`src/rtl/fpi_pkg.sv`:
```
package fpi_pkg;

   typedef enum logic [2:0] {
      UC_ALU  = 3'd0,
      UC_LOAD = 3'd1,
      UC_FADD = 3'd2,
      UC_MUL  = 3'd3,
      UC_DIV  = 3'd4
   } unit_e;

endpackage

```
`src/rtl/fpi_sb_entry.sv`:
```
// One scoreboard slot: remaining cycles until this register's pending write.
module fpi_sb_entry #(
   parameter int OW = 5
) (
   input  logic          clk,
   input  logic          rst_n,
   input  logic          load,
   input  logic [OW-1:0] load_val,
   output logic          pend,
   output logic [OW-1:0] cnt
);

   always_ff @(posedge clk) begin
      if (!rst_n) begin
         pend <= 1'b0;
         cnt  <= '0;
      end else if (load) begin
         pend <= 1'b1;
         cnt  <= load_val;
      end else if (pend) begin
         if (cnt == OW'(1)) begin
            pend <= 1'b0;
            cnt  <= '0;
         end else begin
            cnt <= cnt - OW'(1);
         end
      end
   end

endmodule

```
`src/rtl/fpi_port_resv.sv`:
```
// Write-port reservation: bit k set means the port is taken k cycles from now.
module fpi_port_resv #(
   parameter int DEPTH = 26,
   parameter int OW    = 5
) (
   input  logic             clk,
   input  logic             rst_n,
   input  logic             claim,
   input  logic [OW-1:0]    slot,
   output logic             slot_busy,
   output logic [DEPTH-1:0] resv_q
);

   logic [DEPTH-1:0] resv_nxt;

   for (genvar k = 0; k < DEPTH - 1; k++) begin : g_shift
      assign resv_nxt[k] = resv_q[k+1] | (claim && (slot == OW'(k + 1)));
   end
   assign resv_nxt[DEPTH-1] = 1'b0;

   assign slot_busy = resv_q[slot];

   always_ff @(posedge clk) begin
      if (!rst_n) resv_q <= '0;
      else        resv_q <= resv_nxt;
   end

endmodule

```
`src/rtl/fpi_div_track.sv`:
```
// Occupancy of the non-pipelined divider.
module fpi_div_track #(
   parameter int II = 25,
   parameter int CW = 5
) (
   input  logic clk,
   input  logic rst_n,
   input  logic start,
   output logic busy
);

   logic [CW-1:0] left_q;

   always_ff @(posedge clk) begin
      if (!rst_n)               left_q <= '0;
      else if (start)           left_q <= CW'(II - 1);
      else if (left_q != '0)    left_q <= left_q - CW'(1);
   end

   assign busy = (left_q != '0);

endmodule

```
`src/rtl/fp_issue_ctl.sv`:
```
module fp_issue_ctl
   import fpi_pkg::*;
#(
   parameter int NREG     = 32,
   parameter int LAT_ALU  = 0,
   parameter int LAT_LOAD = 1,
   parameter int LAT_FADD = 3,
   parameter int LAT_MUL  = 6,
   parameter int LAT_DIV  = 24,
   parameter int DIV_II   = 25,
   localparam int RW      = $clog2(NREG)
) (
   input  logic          clk,
   input  logic          rst_n,
   input  logic          dec_valid,
   input  logic [2:0]    dec_unit,
   input  logic [RW-1:0] dec_ra,
   input  logic          dec_ra_en,
   input  logic [RW-1:0] dec_rb,
   input  logic          dec_rb_en,
   input  logic [RW-1:0] dec_rd,
   input  logic          dec_rd_en,
   output logic          issue,
   output logic          stall
);

   localparam int MAXW  = LAT_DIV + 1;
   localparam int DEPTH = MAXW + 1;
   localparam int OW    = $clog2(DEPTH);
   localparam int DCW   = $clog2(DIV_II + 1);

   if (NREG < 2 || (1 << RW) != NREG) begin : g_bad_nreg
      $error("NREG must be a power of two of at least 2");
   end
   if (LAT_ALU < 0 || LAT_ALU > LAT_LOAD || LAT_LOAD > LAT_DIV ||
       LAT_FADD > LAT_DIV || LAT_MUL > LAT_DIV) begin : g_bad_lat
      $error("divider latency must be the largest and latencies non-negative");
   end
   if (DIV_II < 1) begin : g_bad_ii
      $error("DIV_II must be at least 1");
   end

   unit_e          unit;
   logic [OW-1:0]  wb_off;
   logic [NREG-1:0] sb_pend;
   logic [OW-1:0]  sb_cnt [NREG];
   logic [NREG-1:0] sb_load;
   logic           div_start, div_busy;
   logic           port_claim, port_busy;
   logic [DEPTH-1:0] resv_q;
   logic           raw_a, raw_b, waw_hit, port_hit, div_hit, ok;

   assign unit = unit_e'(dec_unit);

   always_comb begin
      case (unit)
         UC_LOAD: wb_off = OW'(LAT_LOAD + 1);
         UC_FADD: wb_off = OW'(LAT_FADD + 1);
         UC_MUL:  wb_off = OW'(LAT_MUL + 1);
         UC_DIV:  wb_off = OW'(LAT_DIV + 1);
         default: wb_off = OW'(LAT_ALU + 1);
      endcase
   end

   // hazard evaluation
   assign raw_a    = dec_ra_en && sb_pend[dec_ra] && (sb_cnt[dec_ra] > OW'(1));
   assign raw_b    = dec_rb_en && sb_pend[dec_rb] && (sb_cnt[dec_rb] > OW'(1));
   assign waw_hit  = dec_rd_en && sb_pend[dec_rd] && (sb_cnt[dec_rd] > wb_off);
   assign port_hit = dec_rd_en && port_busy;
   assign div_hit  = (unit == UC_DIV) && div_busy;
   assign ok       = !(raw_a || raw_b || waw_hit || port_hit || div_hit);

   assign issue = dec_valid && ok;
   assign stall = dec_valid && !ok;

   assign div_start  = issue && (unit == UC_DIV);
   assign port_claim = issue && dec_rd_en;

   for (genvar r = 0; r < NREG; r++) begin : g_sb
      assign sb_load[r] = port_claim && (dec_rd == RW'(r));
      fpi_sb_entry #(.OW(OW)) u_ent (
         .clk      (clk),
         .rst_n    (rst_n),
         .load     (sb_load[r]),
         .load_val (wb_off),
         .pend     (sb_pend[r]),
         .cnt      (sb_cnt[r])
      );
   end

   fpi_port_resv #(.DEPTH(DEPTH), .OW(OW)) u_port (
      .clk       (clk),
      .rst_n     (rst_n),
      .claim     (port_claim),
      .slot      (wb_off),
      .slot_busy (port_busy),
      .resv_q    (resv_q)
   );

   fpi_div_track #(.II(DIV_II), .CW(DCW)) u_div (
      .clk   (clk),
      .rst_n (rst_n),
      .start (div_start),
      .busy  (div_busy)
   );

endmodule

```
`config.mk`:
```
export PLATFORM = sky130hd
export DESIGN_NAME = fp_issue_ctl
export DESIGN_NICKNAME = d
export VERILOG_FILES = /design/src/rtl/fpi_pkg.sv /design/src/rtl/fpi_sb_entry.sv /design/src/rtl/fpi_port_resv.sv /design/src/rtl/fpi_div_track.sv /design/src/rtl/fp_issue_ctl.sv
export SDC_FILE = /design/constraint.sdc
export NUM_CORES = 1
export LEC_CHECK = 0
export ABC_AREA = 0
export CAP_MARGIN = 15
export CORE_MARGIN = 3
export CORE_UTILIZATION = 30
export DETAILED_ROUTE_END_ITERATION = 8
export GPL_TIMING_DRIVEN = 0
export PLACE_DENSITY_LB_ADDON = 0.05
export SYNTH_ARGS = -nofsm -noshare
export SYNTH_HDL_FRONTEND = slang
export SYNTH_HIERARCHICAL = 1
export SYNTH_SLANG_ARGS = --single-unit
```
`constraint.sdc`:
```
create_clock -name clk -period 8.3 [get_ports clk]
set_input_delay 1.66 -clock clk [delete_from_list [all_inputs] [get_ports clk]]
set_output_delay 1.66 -clock clk [all_outputs]
set_load 0.005 [all_outputs]
```
==> metrics.json, run 1 <==
{
  "run_status": {"value": "finished clean"},
  "postRouteAntennaNets": {"value": 0},
  "worstSetupEndpointType": {"value": "output pin"},
  "antenna_found_initial": {"value": 0},
  "gr-total-overflow": {"value": 0},
  "post_synth_inst_count": {"value": 1816},
  "maximum_single_stage_delay_on_the_critical_path": {"value": 0.61, "unit": "ns"},
  "multi_input_comb_area": {"value": 0.0102, "unit": "mm2"},
  "avgRoutedWirePerCell": {"value": 21.0, "unit": "um"},
  "final-setup-viol-count": {"value": 0},
  "min_period_over_period": {"value": 98.6, "unit": "%"},
  "source_to_sink_clock_delay_at_the_later_pin_of_the_worst_skew_pair": {"value": 0.58, "unit": "ns"},
  "startpoint_type": {"value": "primary input"},
  "worstSetupPathType": {"value": "primary input to output pin"},
  "grt_pass1_wl": {"value": 83.8, "unit": "mm"},
  "max_slew.worst_pin.slew": {"value": 1.16, "unit": "ns"},
  "drv_slew": {"value": 0},
  "drv.max_cap_violation_count": {"value": 0},
  "post-cts-setup-buffers": {"value": 0},
  "timing.slew.headroom": {"value": 21.7, "unit": "%"},
  "initial_utilization": {"value": 30.4, "unit": "%"},
  "power.total": {"value": 2.83, "unit": "mW"},
  "cpMaxStageDelayCell": {"value": "clkdlybuf4s50_1"},
  "cts_inserted_buffers": {"value": 31},
  "ctsRootBufferMaster": {"value": "clkbuf_16"},
  "drt_pre_antenna_iters": {"value": 7},
  "core_area": {"value": 0.0516, "unit": "mm2"},
  "place.port_buffers": {"value": 22},
  "clock_sinks": {"value": 222},
  "grt_use_total": {"value": 19.0, "unit": "%"},
  "design.die.area": {"value": 0.0552, "unit": "mm2"},
  "post-place-ws": {"value": -0.575, "unit": "ns"},
  "crit_required": {"value": 6.64, "unit": "ns"},
  "die_x": {"value": 235, "unit": "um"},
  "irDropWorstVdd": {"value": 0.143, "unit": "mV"},
  "final_core_util": {"value": 34.9, "unit": "%"},
  "area_growth_syn_to_fin": {"value": 14.5, "unit": "%"},
  "worst_clock_skew": {"value": 0.0205, "unit": "ns"},
  "synth.cell_area": {"value": 0.0157, "unit": "mm2"},
  "post-place-cells": {"value": 2524},
  "stdcell_count": {"value": 2575},
  "holdBufCountCts": {"value": 0},
  "gp_congestion": {"value": 0.828},
  "buffer_levels_on_the_longest_clock_path": {"value": 3},
  "critical_path.cell_chain": {"value": "clkdlybuf4s50_1 > buf_8 > buf_2 > buf_8 > mux4_2 > mux4_2 > mux2_2 > ha_1 > nor2b_1 > o21a_1 > o31a_1 > o22ai_1 > mux2_4 > o221ai_4 > buf_6 > nor2_1 > clkdlybuf4s50_1"},
  "drt-vias-per-instance": {"value": 5.45},
  "finalWorstPathRequiredPeriod": {"value": 8.18, "unit": "ns"},
  "holdCritPathClass": {"value": "register to register"},
  "maximum_number_of_pins_on_one_net_before_global_route_repair": {"value": 58},
  "count_of_final_hold_check_violations": {"value": 0},
  "dieHeight": {"value": 235, "unit": "um"},
  "drc": {"value": 0},
  "timing.critical_path.fanout_max": {"value": 19},
  "nets": {"value": 1969},
  "num_antenna_cells": {"value": 0},
  "max_freq": {"value": 0.122, "unit": "GHz"},
  "power_density": {"value": 157, "unit": "mW/mm2"},
  "ys_warn_count": {"value": 6},
  "tritoncts": {"value": "done"},
  "critPathArrivalTime": {"value": 6.52, "unit": "ns"},
  "clkSlewWorstSetupHoldPaths": {"value": 0.05, "unit": "ns"},
  "num_io_pins": {"value": 26},
  "synthesis.nets": {"value": 1909},
  "place.detailed.hpwl": {"value": 39.2, "unit": "mm"},
  "clock_tree.htree_level_count": {"value": 1},
  "totalWireLength": {"value": 54.0, "unit": "mm"},
  "layout-drive-gt1-share": {"value": 15.0, "unit": "%"},
  "post-route-worst-setup-slack": {"value": 0.118, "unit": "ns"},
  "regArea": {"value": 0.00444, "unit": "mm2"},
  "grt_setup_unrepaired": {"value": "no"},
  "filler_cell_count": {"value": 5333},
  "detailedRoute.firstIterationViolations": {"value": 1050},
  "syn-mean-instance-area": {"value": 8.65, "unit": "um2"},
  "grt_pass1_vias": {"value": 13500},
  "floorplan.rows": {"value": 83},
  "cellLeakagePower": {"value": 6.07, "unit": "nW"},
  "routed-via-count": {"value": 14000}
}
## per-stage QoR
| stage | hold slack [ns] | TNS, ns | instance area (um2) |
|---|---|---|---|
| CTS | 0.466 | 0 | 18000 |
| finish | 0.462 | 0 | 18000 |
| floorplan | 0.425 | 0 | 15700 |
| detailed placement | 0.448 | -0.992 | 16900 |
| global placement | 0.449 | -325.71 | 16800 |
| global route | 0.496 | 0 | 18000 |
## final timing paths
path / start / to / slack (ns) / cells after the start
setup reg to reg: g_sb[24].u_ent/cnt[1]$_SDFFE_PN0P_ / u_port/resv_q[11]$_SDFF_PN0_ / 3.77 / 16
hold / removal: u_port/resv_q[17]$_SDFF_PN0_ / u_port/resv_q[16]$_SDFF_PN0_ / 0.46 / 2
setup / recovery: dec_rd[1] / issue / 0.12 / 17
hold reg to reg: u_port/resv_q[17]$_SDFF_PN0_ / u_port/resv_q[16]$_SDFF_PN0_ / 0.46 / 2
## critical path, delay by kind of cell
| family | cells | cell delay (ns) |
|---|---|---|
| buffers and inverters | 6 | 2.11 |
| AO/OA/AOI/OAI | 4 | 0.78 |
| adder cells (fa/ha/maj) | 1 | 0.29 |
| AND/OR/NAND/NOR | 2 | 0.27 |
| multiplexers | 4 | 1.37 |
## power by group
group	total (mW)	switching (mW)	internal [mW]
Sequential	1.11	0.0234	1.08
Combinational	0.339	0.203	0.136
Clock	1.38	0.526	0.856
Total	2.83	0.752	2.08
## layout make-up
cell class / count / share of cell area (%)
Tap cell: 680 / 4.73
Sequential cell: 222 / 24.7
Buffer: 101 / 3.07
Clock inverter: 5 / 0.556
Multi-Input combinational cell: 1347 / 56.7
Clock buffer: 47 / 5.20
Timing Repair Buffer: 28 / 1.98
Inverter: 145 / 3.04
## timing repair
item	in CTS	in global routing
hold endpoints to repair	0	0
resized for setup	7	4
endpoints found under the setup margin	2	1
## cells in the final DEF, fill, tap and decap left out, types with 22 or more instances in the layout
master and instances:
a21oi_1 176, a21oi_2 32, a31oi_1 35, buf_2 70
clkbuf_16 31, dfxtp_1 222, ha_1 69, inv_1 143
mux2i_1 22, mux4_2 57, nand2_1 96, nand2b_1 45
nand3_1 107, nor2_1 56, nor2b_1 53, nor3_1 71
nor3b_1 129, o211ai_1 36, o21ai_0 35, o22ai_1 73
o41ai_1 22, or4b_4 33, xnor2_1 65, xor2_1 34
## state kept, by name (all words and copies together) (netlist names)
name / flops
g_sb.u_ent/cnt: 160
g_sb.u_ent/pend: 32
u_div/left_q: 5
u_port/resv_q: 25
## routing by layer
layer  track usage [%]  vias to the layer above  wire length, um
met5                 0                        -                0
met4              3.91                        0              942
met3              1.85                       56             1730
met2              31.7                      227            25300
met1              26.6                     6955            26000
li1                  -                     6794                -
(Power assumes the default switching activity.)
==> run 2: changes to the inputs <==
- ABC_AREA: 0 -> default
- TNS_END_PERCENT: default -> 20
==> results of run 2 <==
Final layout, timing and power as in run 1 (identical DEF).
